### src/rtl/kms_pkg.sv
package kms_pkg;
  typedef enum logic [1:0] {PH_IDLE, PH_START, PH_ROW, PH_GAP} phase_t;

  function automatic int unsigned sat_debounce(input int unsigned req, input int unsigned limit);
    return (req > limit) ? limit : req;
  endfunction

  function automatic int unsigned clamp_rows(input int unsigned req, input int unsigned limit);
    if (req == 0) return 1;
    if (req > limit) return limit;
    return req;
  endfunction
endpackage

### src/rtl/kms_seq.sv
module kms_seq #(
  parameter int ROWS       = 16,
  parameter int START_WAIT = 5,
  parameter int SETTLE     = 16,
  parameter int DBW        = 10,
  parameter int RPTW       = 16,
  localparam int RW        = $clog2(ROWS),
  localparam int TW        = ((DBW > RPTW) ? DBW : RPTW) + 1
) (
  input  logic             clk,
  input  logic             rst_n,
  input  logic             enable,
  input  logic [DBW-1:0]   deb_eff,
  input  logic [RPTW-1:0]  rpt,
  input  logic [RW:0]      nrows_eff,
  output kms_pkg::phase_t  phase,
  output logic [RW-1:0]    row_idx,
  output logic [TW-1:0]    cnt,
  output logic             row_end,
  output logic             pass_end
);
  import kms_pkg::*;

  logic [TW-1:0] dwell_last;
  assign dwell_last = TW'(SETTLE - 1) + TW'(deb_eff);
  assign row_end    = (phase == PH_ROW) && (cnt == dwell_last);
  assign pass_end   = row_end && (row_idx == RW'(nrows_eff - 1'b1));

  always_ff @(posedge clk or negedge rst_n) begin
    if (!rst_n) begin
      phase <= PH_IDLE; cnt <= '0; row_idx <= '0;
    end else if (!enable) begin
      phase <= PH_IDLE; cnt <= '0; row_idx <= '0;
    end else begin
      case (phase)
        PH_IDLE: begin phase <= PH_START; cnt <= '0; end
        PH_START:
          if (cnt == TW'(START_WAIT - 1)) begin
            phase <= PH_ROW; cnt <= '0; row_idx <= '0;
          end else cnt <= cnt + 1'b1;
        PH_ROW:
          if (row_end) begin
            cnt <= '0;
            if (pass_end) begin
              row_idx <= '0;
              phase   <= (rpt == '0) ? PH_START : PH_GAP;
            end else row_idx <= row_idx + 1'b1;
          end else cnt <= cnt + 1'b1;
        default:
          if (cnt == TW'(rpt) - 1'b1) begin
            phase <= PH_START; cnt <= '0;
          end else cnt <= cnt + 1'b1;
      endcase
    end
  end
endmodule

### src/rtl/kms_debounce.sv
module kms_debounce #(
  parameter int COLS   = 8,
  parameter int SETTLE = 16,
  parameter int TW     = 17
) (
  input  logic            clk,
  input  logic            rst_n,
  input  logic            in_row,
  input  logic [TW-1:0]   cnt,
  input  logic [COLS-1:0] pressed,
  output logic [COLS-1:0] hits
);
  logic [COLS-1:0] ref_q, stab_q, cur_ref, cur_stab;
  logic at_ref, in_window;

  assign at_ref    = in_row && (cnt == TW'(SETTLE - 1));
  assign in_window = in_row && (cnt >= TW'(SETTLE - 1));
  assign cur_ref   = at_ref ? pressed : ref_q;
  assign cur_stab  = at_ref ? '1 : (stab_q & ~(ref_q ^ pressed));
  assign hits      = cur_ref & cur_stab;

  always_ff @(posedge clk or negedge rst_n) begin
    if (!rst_n) begin
      ref_q <= '0; stab_q <= '0;
    end else if (in_window) begin
      ref_q <= cur_ref; stab_q <= cur_stab;
    end
  end
endmodule

### src/rtl/kms_collect.sv
module kms_collect #(
  parameter int ROWS  = 16,
  parameter int COLS  = 8,
  parameter int SLOTS = 8,
  localparam int RW   = $clog2(ROWS),
  localparam int CNTW = $clog2(SLOTS + 1)
) (
  input  logic                  clk,
  input  logic                  rst_n,
  input  logic                  enable,
  input  logic                  row_end,
  input  logic                  pass_end,
  input  logic [RW-1:0]         row_idx,
  input  logic [COLS-1:0]       hits,
  input  logic [COLS-1:0]       row_mask,
  output logic                  snap_valid,
  output logic [SLOTS*8-1:0]    snap_entries,
  output logic                  wake,
  output logic                  wake_hit
);
  logic [SLOTS-1:0][7:0] acc_q, nxt, snap_q;
  logic [CNTW-1:0]       cnt_q, cnt_n;
  logic                  wake_acc;

  assign wake_hit     = |(hits & ~row_mask);
  assign snap_entries = snap_q;

  always_comb begin
    int k;
    nxt = acc_q;
    k   = int'(cnt_q);
    for (int c = 0; c < COLS; c++) begin
      if (hits[c] && k < SLOTS) begin
        nxt[k] = {1'b1, 4'(row_idx), 3'(c)};
        k++;
      end
    end
    cnt_n = CNTW'(k);
  end

  always_ff @(posedge clk or negedge rst_n) begin
    if (!rst_n) begin
      acc_q <= '0; cnt_q <= '0; wake_acc <= 1'b0;
      snap_q <= '0; snap_valid <= 1'b0; wake <= 1'b0;
    end else if (!enable) begin
      acc_q <= '0; cnt_q <= '0; wake_acc <= 1'b0;
      snap_q <= '0; snap_valid <= 1'b0; wake <= 1'b0;
    end else begin
      snap_valid <= 1'b0;
      if (pass_end) begin
        snap_q     <= nxt;
        snap_valid <= 1'b1;
        wake       <= wake_acc | wake_hit;
        acc_q      <= '0;
        cnt_q      <= '0;
        wake_acc   <= 1'b0;
      end else if (row_end) begin
        acc_q    <= nxt;
        cnt_q    <= cnt_n;
        wake_acc <= wake_acc | wake_hit;
      end
    end
  end
endmodule

### src/rtl/keymatrix_scanner.sv
module keymatrix_scanner #(
  parameter int ROWS       = 16,
  parameter int COLS       = 8,
  parameter int SLOTS      = 8,
  parameter int START_WAIT = 5,
  parameter int SETTLE     = 16,
  parameter int DREQW      = 12,
  parameter int DBW        = 10,
  parameter int RPTW       = 16,
  localparam int RW        = $clog2(ROWS),
  localparam int TW        = ((DBW > RPTW) ? DBW : RPTW) + 1,
  localparam int DEB_MAX   = (1 << DBW) - 1
) (
  input  logic                  clk,
  input  logic                  rst_n,
  input  logic                  enable,
  input  logic [DREQW-1:0]      debounce_req,
  input  logic [RPTW-1:0]       repeat_dly,
  input  logic [RW:0]           active_rows,
  input  logic [ROWS*COLS-1:0]  wake_mask,
  input  logic [COLS-1:0]       col_in,
  output logic [ROWS-1:0]       row_drive,
  output logic                  snap_valid,
  output logic [SLOTS*8-1:0]    snap_entries,
  output logic                  wake
);
  import kms_pkg::*;

  logic [DBW-1:0]  deb_eff;
  logic [RW:0]     nrows_eff;
  phase_t          phase;
  logic [RW-1:0]   row_idx;
  logic [TW-1:0]   cnt;
  logic            row_end, pass_end, wake_hit;
  logic [COLS-1:0] hits, row_mask;

  assign deb_eff   = DBW'(sat_debounce(32'(debounce_req), DEB_MAX));
  assign nrows_eff = (RW+1)'(clamp_rows(32'(active_rows), ROWS));
  assign row_mask  = wake_mask[int'(row_idx)*COLS +: COLS];

  for (genvar r = 0; r < ROWS; r++) begin : g_row
    assign row_drive[r] = ~((phase == PH_ROW) && (row_idx == RW'(r)));
  end

  kms_seq #(.ROWS(ROWS), .START_WAIT(START_WAIT), .SETTLE(SETTLE), .DBW(DBW), .RPTW(RPTW)) u_seq (
    .clk(clk), .rst_n(rst_n), .enable(enable), .deb_eff(deb_eff), .rpt(repeat_dly),
    .nrows_eff(nrows_eff), .phase(phase), .row_idx(row_idx), .cnt(cnt),
    .row_end(row_end), .pass_end(pass_end));

  kms_debounce #(.COLS(COLS), .SETTLE(SETTLE), .TW(TW)) u_deb (
    .clk(clk), .rst_n(rst_n), .in_row(phase == PH_ROW), .cnt(cnt),
    .pressed(~col_in), .hits(hits));

  kms_collect #(.ROWS(ROWS), .COLS(COLS), .SLOTS(SLOTS)) u_col (
    .clk(clk), .rst_n(rst_n), .enable(enable), .row_end(row_end), .pass_end(pass_end),
    .row_idx(row_idx), .hits(hits), .row_mask(row_mask), .snap_valid(snap_valid),
    .snap_entries(snap_entries), .wake(wake), .wake_hit(wake_hit));
endmodule

### config.mk
export PLATFORM = sky130hd
export DESIGN_NAME = keymatrix_scanner
export DESIGN_NICKNAME = d
export VERILOG_FILES = /design/src/rtl/kms_pkg.sv /design/src/rtl/kms_seq.sv /design/src/rtl/kms_debounce.sv /design/src/rtl/kms_collect.sv /design/src/rtl/keymatrix_scanner.sv
export SDC_FILE = /design/constraint.sdc
export NUM_CORES = 1
export LEC_CHECK = 0
export ABC_AREA = 1
export BUFFER_PORTS_ARGS = -buffer_cell sky130_fd_sc_hd__buf_2
export CORE_MARGIN = 5
export CORE_UTILIZATION = 35
export CTS_CLUSTER_SIZE = 16
export DETAILED_ROUTE_END_ITERATION = 8
export GPL_ROUTABILITY_DRIVEN = 1
export GPL_TIMING_DRIVEN = 0
export SETUP_SLACK_MARGIN = 0.5
export SLEW_MARGIN = 0
export SYNTH_ARGS = -nofsm -noshare
export SYNTH_HDL_FRONTEND = slang
export SYNTH_HIERARCHICAL = 1
export SYNTH_SLANG_ARGS = --single-unit
### constraint.sdc
create_clock -name clk -period 7.3 [get_ports clk]
set_input_delay 0.365 -clock clk [delete_from_list [all_inputs] [get_ports clk]]
set_output_delay 0.365 -clock clk [all_outputs]
set_load 0.03 [all_outputs]
==> insert_results.sql, run 1 <==
INSERT INTO impl_metrics (metric_group, metric, value, unit) VALUES
('outcome', 'status', 'completed', ''),
('power_and_ir_drop', 'worst_supply_voltage_drop_on_vdd', '0.1552', 'mV'),
('cells_and_area', 'area_growth', '20.18', '%'),
('critical_path', 'worstSetupEndpointType', 'register', ''),
('critical_path', 'critical_path_class', 'register to register', ''),
('clock_network', 'clock_tree.buffer_depth', '2', ''),
('timing', 'worst_hold_slack', '273.1', 'ps'),
('timing', 'hold_viol_final', '0', ''),
('clock_network', 'clk_root_buffer_cell', 'sky130_fd_sc_hd__clkbuf_16', ''),
('power_and_ir_drop', 'powerDensity', '168.2', 'nW/µm²'),
('place', 'place_congestion', '0.9778', ''),
('timing', 'fin_crit_sh', '87.54', '%'),
('logic_synthesis', 'synth.avg_cell_area', '6.174', 'µm²'),
('timing', 'final_critical_path_setup_slack', '909.7', 'ps'),
('timing', 'timing.fmax', '156.5', 'MHz'),
('global_routing', 'maximum_number_of_pins_on_one_net_before_global_route_repair', '95', ''),
('detailed_routing', 'post_dr_vias_cell', '4.890', ''),
('detailed_routing', 'initialDrtViolationCount', '1225', ''),
('detailed_routing', 'wl', '47700', 'µm'),
('floorplanning', 'placement_rows', '72', ''),
('clock_network', 'tritoncts.num_buffers', '17', ''),
('global_routing', 'grt_pass1_wl', '76040', 'µm'),
('timing', 'final.min_clock_period', '6390', 'ps'),
('clock_network', 'cts_tree', 'done', ''),
('clock_network', 'clkLatencyLatePin', '450', 'ps'),
('timing', 'slew_headroom', '11.96', '%'),
('floorplanning', 'design.die.area', '43220', 'µm²'),
('cells_and_area', 'layout.filler_cells', '4168', ''),
('critical_path', 'critical_path_at', '6720', 'ps'),
('detailed_routing', 'post_drt_wl_per_cell', '15.69', 'µm'),
('cells_and_area', 'fin_nets', '2701', ''),
('place', 'dp_hpwl', '37750', 'µm'),
('timing', 'tightestPinTransition', '1316', 'ps'),
('cells_and_area', 'finish.utilization', '42.52', '%'),
('timing', 'finalSetupTns', '0', 'ps'),
('floorplanning', 'initial_core_util', '35.38', '%'),
('critical_path', 'slowest_delay', '470', 'ps'),
('global_routing', 'first_global_vias', '14190', ''),
('timing', 'fin_skew', '19.44', 'ps'),
('global_routing', 'overflow_after_grt', '0', ''),
('critical_path', 'ff2ff_setup_slack', '910', 'ps'),
('critical_path', 'critPathRequiredTime', '7630', 'ps'),
('run', 'max_cap_viol_count', '0', ''),
('place', 'dpl-instance-area', '15660', 'µm²'),
('place', 'place.port_buffers', '253', ''),
('critical_path', 'slowest_stage', 'sky130_fd_sc_hd__dfrtp_1', ''),
('timing', 'drv_slew', '0', ''),
('clock_network', 'cts_max_level', '4', ''),
('detailed_routing', 'dr.pass1.iters', '5', ''),
('logic_synthesis', 'synthesis.yosys.warnings', '6', ''),
('cells_and_area', 'fin_area', '16470', 'µm²'),
('logic_synthesis', 'synth_fp_nets', '2411', ''),
('critical_path', 'worst_setup_path_start_kind', 'register', ''),
('cells_and_area', 'final_layout_size_suffix_gt1_share', '19.38', '%'),
('logic_synthesis', 'synthCells', '2220', ''),
('place', 'dp_worst_setup_slack', '109.7', 'ps'),
('timing', 'grt_setup_unrepaired', 'false', ''),
('critical_path', 'crit_path_frequent_cell', 'sky130_fd_sc_hd__nand2_2', ''),
('global_routing', 'grt_usage', '21.53', '%'),
('critical_path', 'cp_max_fo', '10', ''),
('clock_network', 'clkTransAtPathRegs', '70', 'ps'),
('worst_hold_path', 'min_path_type', 'input pin to register', ''),
('global_routing', 'antenna_violations_before_repair', '1', ''),
('clock_network', 'cts.sink_count', '174', ''),
('detailed_routing', 'via_count', '14870', ''),
('cells_and_area', 'antenna_cells_inserted', '0', ''),
('detailed_routing', 'detail_route.drc_violations', '0', ''),
('floorplanning', 'ioPinCount', '254', ''),
('logic_synthesis', 'netlist_area', '13710', 'µm²'),
('floorplanning', 'placeableCoreArea', '38740', 'µm²'),
('floorplanning', 'floorplan.die.width', '207.9', 'µm'),
('timing', 'final_setup_violation_count', '0', ''),
('floorplanning', 'die_height', '207.9', 'µm'),
('power_and_ir_drop', 'power.static_leakage', '9.583', 'nW'),
('detailed_routing', 'drtAntennaViolNets', '0', '');
placed cells by master (no fill, tap or decap), drive strengths merged:
cell type and n:
a211oi 1, a21oi 22, a22o 7, a22oi 2, a31oi 3, buf 300, bufinv 2, clkbuf 49
clkinv 6, dfrtp 174, dlygate4sd3 1, ha 19, inv 297, nand2 1028, nand3 179, nand3b 10
nand4 42, nor2 223, nor3 40, nor3b 2, nor4 8, o211ai 6, o21ai 57, o21bai 3
o22ai 9, o311ai 2, or2 5, or4 1, xnor2 8, xor2 16, xor3 1
report_power, final:
group | switching (W) | internal (W) | total [W]
Sequential | 0.0000284 | 0.000977 | 0.00100
Clock | 0.000445 | 0.000526 | 0.000971
Combinational | 0.000533 | 0.000261 | 0.000794
metal layers:
layer	vias up	wire [µm]	GRT usage [%]
met2	436	21210	34.08
li1	7460	-	-
met3	54	2979	3.975
met5	-	11	0
met1	6919	22500	30.36
met4	2	1006	5.776
flip-flops by register name, summed over array words and instances (netlist names), 2 cells and up:
| register | count |
|---|---|
| u_seq/row_idx | 4 |
| u_deb/ref_q | 8 |
| u_seq/phase | 2 |
| u_deb/stab_q | 8 |
| u_col/snap_entries | 64 |
| u_col/acc_q | 64 |
| u_seq/cnt | 17 |
| u_col/cnt_q | 4 |
stage by stage:
| stage | instances | total power, W |
|---|---|---|
| detailed placement | 2992 | 0.001802 |
| finish | 3041 | 0.002770 |
| CTS | 3025 | 0.002788 |
| floorplan | 2220 | 0.001521 |
| global route | 3041 | 0.002951 |
| global placement | 2991 | 0.001785 |
worst paths after layout:
path,start,end,cells past startpoint
worst max register to register,u_seq/cnt[14]$_DFF_PN0_,u_col/acc_q[53]$_DFFE_PN0P_,38
min in group asynchronous,rst_n,u_col/snap_entries[3]$_DFFE_PN0P_,2
worst min register to register,u_col/snap_entries[5]$_DFFE_PN0P_,u_col/snap_entries[5]$_DFFE_PN0P_,2
max in group asynchronous,rst_n,u_seq/phase[1]$_DFFE_PN0P_,3
worst min-delay path,enable,u_seq/cnt[15]$_DFF_PN0_,3
worst max-delay path,u_seq/cnt[14]$_DFF_PN0_,u_col/acc_q[53]$_DFFE_PN0P_,38
critical path: cells and delay by family (launching register included):
family | cells | cell delay (ps)
fa+ha+maj | 6 | 1810
buf+inv | 5 | 510
simple gates | 24 | 2860
compound gates | 3 | 590
flops | 1 | 470
final cells by class:
| class | count | area, µm² | area share (%) |
|---|---|---|---|
| plain buffers | 61 | 300.3 | 1.823 |
| clock inverters | 14 | 192.7 | 1.170 |
| repair buffers | 271 | 1434 | 8.706 |
| clock buffers | 18 | 429.2 | 2.606 |
| flip-flops and latches | 174 | 4359 | 26.47 |
| inverters | 291 | 1092 | 6.632 |
| well taps | 518 | 648.1 | 3.935 |
| multi-input cells | 1694 | 8015 | 48.66 |
timing repair:
item                                   in CTS  in global routing
hold buffers                                1                  0
buffers inserted                            0                 16
pin swaps                                   0                  4
cloned                                      0                  0
resized for setup                           5                 11
setup endpoints to repair                 130                132
endpoints found under the hold margin      80                  0
Power figures use the tool's default switching activity.
==> inputs of run 2 (changes only) <==
- clock period: 7.3 -> 7.05 ns (I/O delays scaled with it)
==> run 2 against run 1 <==
Net effect: first-iteration DRC count shrank 1.4%; critical endpoint unchanged; global-route usage hardly changed; critical path type unchanged; non-clock buffer count did not move; clock skew is 2.0 ps lower.
==> insert_results.sql, run 2 (synthesized netlist as in run 1, its figures left out) <==
INSERT INTO impl_metrics (metric_group, metric, value, unit) VALUES
('global_routing', 'met3_usage', '4.080', '%'),
('clock_network', 'cts_max_level', '4', ''),
('critical_path', 'slowest_stage', 'sky130_fd_sc_hd__dfrtp_1', ''),
('detailed_routing', 'post_drt_wl_per_cell', '15.71', 'µm'),
('floorplanning', 'placeableCoreArea', '38740', 'µm²'),
('timing', 'worst_hold_slack', '251.3', 'ps'),
('critical_path', 'critPathRequiredTime', '7380', 'ps'),
('timing', 'final_setup_violation_count', '0', ''),
('detailed_routing', 'wl', '47770', 'µm'),
('detailed_routing', 'via_count', '14850', ''),
('cells_and_area', 'fin_area', '16540', 'µm²'),
('clock_network', 'cts.sink_count', '174', ''),
('timing', 'hold_viol_final', '0', ''),
('floorplanning', 'design.die.area', '43220', 'µm²'),
('detailed_routing', 'dr.pass1.iters', '5', ''),
('critical_path', 'ff2ff_setup_slack', '860', 'ps'),
('floorplanning', 'placement_rows', '72', ''),
('timing', 'drv_slew', '0', ''),
('clock_network', 'clkTransAtPathRegs', '70', 'ps'),
('critical_path', 'worstSetupEndpointType', 'register', ''),
('global_routing', 'overflow_after_grt', '0', ''),
('clock_network', 'clkLatencyLatePin', '450', 'ps'),
('clock_network', 'cts_tree', 'done', ''),
('worst_hold_path', 'min_path_type', 'input pin to register', ''),
('timing', 'slew_headroom', '13.60', '%'),
('place', 'dp_worst_setup_slack', '-140.3', 'ps'),
('timing', 'fin_crit_sh', '87.75', '%'),
('global_routing', 'grt_usage', '21.57', '%'),
('cells_and_area', 'final_layout_size_suffix_gt1_share', '19.54', '%'),
('floorplanning', 'die_height', '207.9', 'µm'),
('critical_path', 'critical_path_class', 'register to register', ''),
('global_routing', 'layer_carrying_the_most_global_route_usage', 'met2', ''),
('detailed_routing', 'detail_route.drc_violations', '0', ''),
('detailed_routing', 'initialDrtViolationCount', '1208', ''),
('place', 'dp_hpwl', '37750', 'µm'),
('critical_path', 'worst_setup_path_start_kind', 'register', ''),
('detailed_routing', 'drtAntennaViolNets', '0', ''),
('critical_path', 'slowest_delay', '470', 'ps'),
('global_routing', 'antenna_violations_before_repair', '1', ''),
('run', 'max_cap_viol_count', '0', ''),
('critical_path', 'critical_path_at', '6510', 'ps'),
('cells_and_area', 'most-common-layout-cells', 'sky130_fd_sc_hd__nand2_1, sky130_fd_sc_hd__buf_2, sky130_fd_sc_hd__inv_1, sky130_fd_sc_hd__nor2_1, sky130_fd_sc_hd__dfrtp_1', ''),
('power_and_ir_drop', 'power.static_leakage', '9.607', 'nW'),
('detailed_routing', 'post_dr_vias_cell', '4.883', ''),
('cells_and_area', 'antenna_cells_inserted', '0', ''),
('global_routing', 'globalRouteMet2Util', '34.26', '%'),
('place', 'dpl-instance-area', '15660', 'µm²'),
('critical_path', 'cp_max_fo', '10', ''),
('floorplanning', 'ioPinCount', '254', ''),
('cells_and_area', 'area_growth', '20.67', '%'),
('cells_and_area', 'post_layout_nonfiller_instances', '3041', ''),
('power_and_ir_drop', 'powerDensity', '173.6', 'nW/µm²'),
('clock_network', 'clock_tree.buffer_depth', '2', ''),
('cells_and_area', 'finish.utilization', '42.69', '%'),
('place', 'place_inst', '2992', ''),
('cells_and_area', 'mostFrequentLayoutCell', 'sky130_fd_sc_hd__nand2_1', ''),
('outcome', 'status', 'completed', ''),
('clock_network', 'clk_root_buffer_cell', 'sky130_fd_sc_hd__clkbuf_16', ''),
('power_and_ir_drop', 'worst_supply_voltage_drop_on_vdd', '0.1568', 'mV'),
('timing', 'fin_skew', '17.46', 'ps'),
('place', 'place_congestion', '0.9778', ''),
('floorplanning', 'floorplan.die.width', '207.9', 'µm'),
('global_routing', 'grt_pass1_wl', '76130', 'µm'),
('global_routing', 'grtUsageMet1', '30.31', '%'),
('timing', 'timing.fmax', '161.6', 'MHz'),
('global_routing', 'first_global_vias', '14230', ''),
('floorplanning', 'initial_core_util', '35.38', '%'),
('timing', 'final.min_clock_period', '6187', 'ps'),
('cells_and_area', 'fin_nets', '2701', ''),
('clock_network', 'tritoncts.num_buffers', '17', ''),
('timing', 'final_critical_path_setup_slack', '863.3', 'ps'),
('timing', 'tightestPinTransition', '1291', 'ps'),
('timing', 'grt_setup_unrepaired', 'false', ''),
('place', 'place.port_buffers', '253', ''),
('global_routing', 'maximum_number_of_pins_on_one_net_before_global_route_repair', '95', '');
run 2: what timing repair did:
item | in CTS | in global routing
hold buffers | 1 | 0
buffers inserted | 4 | 12
hold endpoints to repair | 80 | 0
endpoints found under the setup margin | 132 | 131
resized for setup | 11 | 19
pin swaps | 2 | 8
run 2: layer usage:
| metal | wire (µm) | share of wire [%] |
|---|---|---|
| met1 | 22410 | 47 |
| met2 | 21200 | 44 |
| met3 | 3118 | 6.5 |
| met4 | 1016 | 2.1 |
| met5 | 11 | 0.023 |
run 2: area by class of cell:
| type | instances | area, µm² |
|---|---|---|
| Inverter | 291 | 1092 |
| Buffer | 61 | 304.0 |
| Fill cell | 4156 | 22200 |
| Sequential cell | 174 | 4362 |
| Tap cell | 518 | 648.1 |
| Clock inverter | 14 | 192.7 |
| Timing Repair Buffer | 271 | 1446 |
| Clock buffer | 18 | 429.2 |
| Multi-Input combinational cell | 1694 | 8064 |
run 2: final timing paths:
path                                                         from  cells past startpoint                           endpoint
max in group asynchronous                                   rst_n                      3            u_seq/cnt[14]$_DFF_PN0_
min in group asynchronous                                   rst_n                      2  u_col/snap_entries[3]$_DFFE_PN0P_
worst max register to register            u_seq/cnt[12]$_DFF_PN0_                     37        u_col/acc_q[53]$_DFFE_PN0P_
worst max-delay path                      u_seq/cnt[12]$_DFF_PN0_                     37        u_col/acc_q[53]$_DFFE_PN0P_
worst min register to register  u_col/snap_entries[5]$_DFFE_PN0P_                      2  u_col/snap_entries[5]$_DFFE_PN0P_
worst min-delay path                                       enable                      3            u_seq/cnt[15]$_DFF_PN0_
run 2: power by group:
part           switching [W]  internal [W]  leakage, nW  total, W
Combinational       0.000552      0.000272         6.92  0.000824
Sequential         0.0000287       0.00101         2.38   0.00104
Clock               0.000464      0.000544        0.304   0.00101
run 2: stage by stage:
step	TNS [ps]	total power, W
3_5_place_dp	-2025	0.001866
6_report	0	0.002871
3_3_place_gp	-1419	0.001848
2_1_floorplan	0	0.001575
5_1_grt	0	0.003059
4_1_cts	0	0.002889
run 2: worst max-delay path, delay by kind of cell, from the launching register on:
family	cells	cell delay, ps
adders and majority gates	6	1710
DFF	1	470
AOI/OAI and AO/OA	3	600
and+or+nand+nor	22	2620
buffers and inverters	6	640
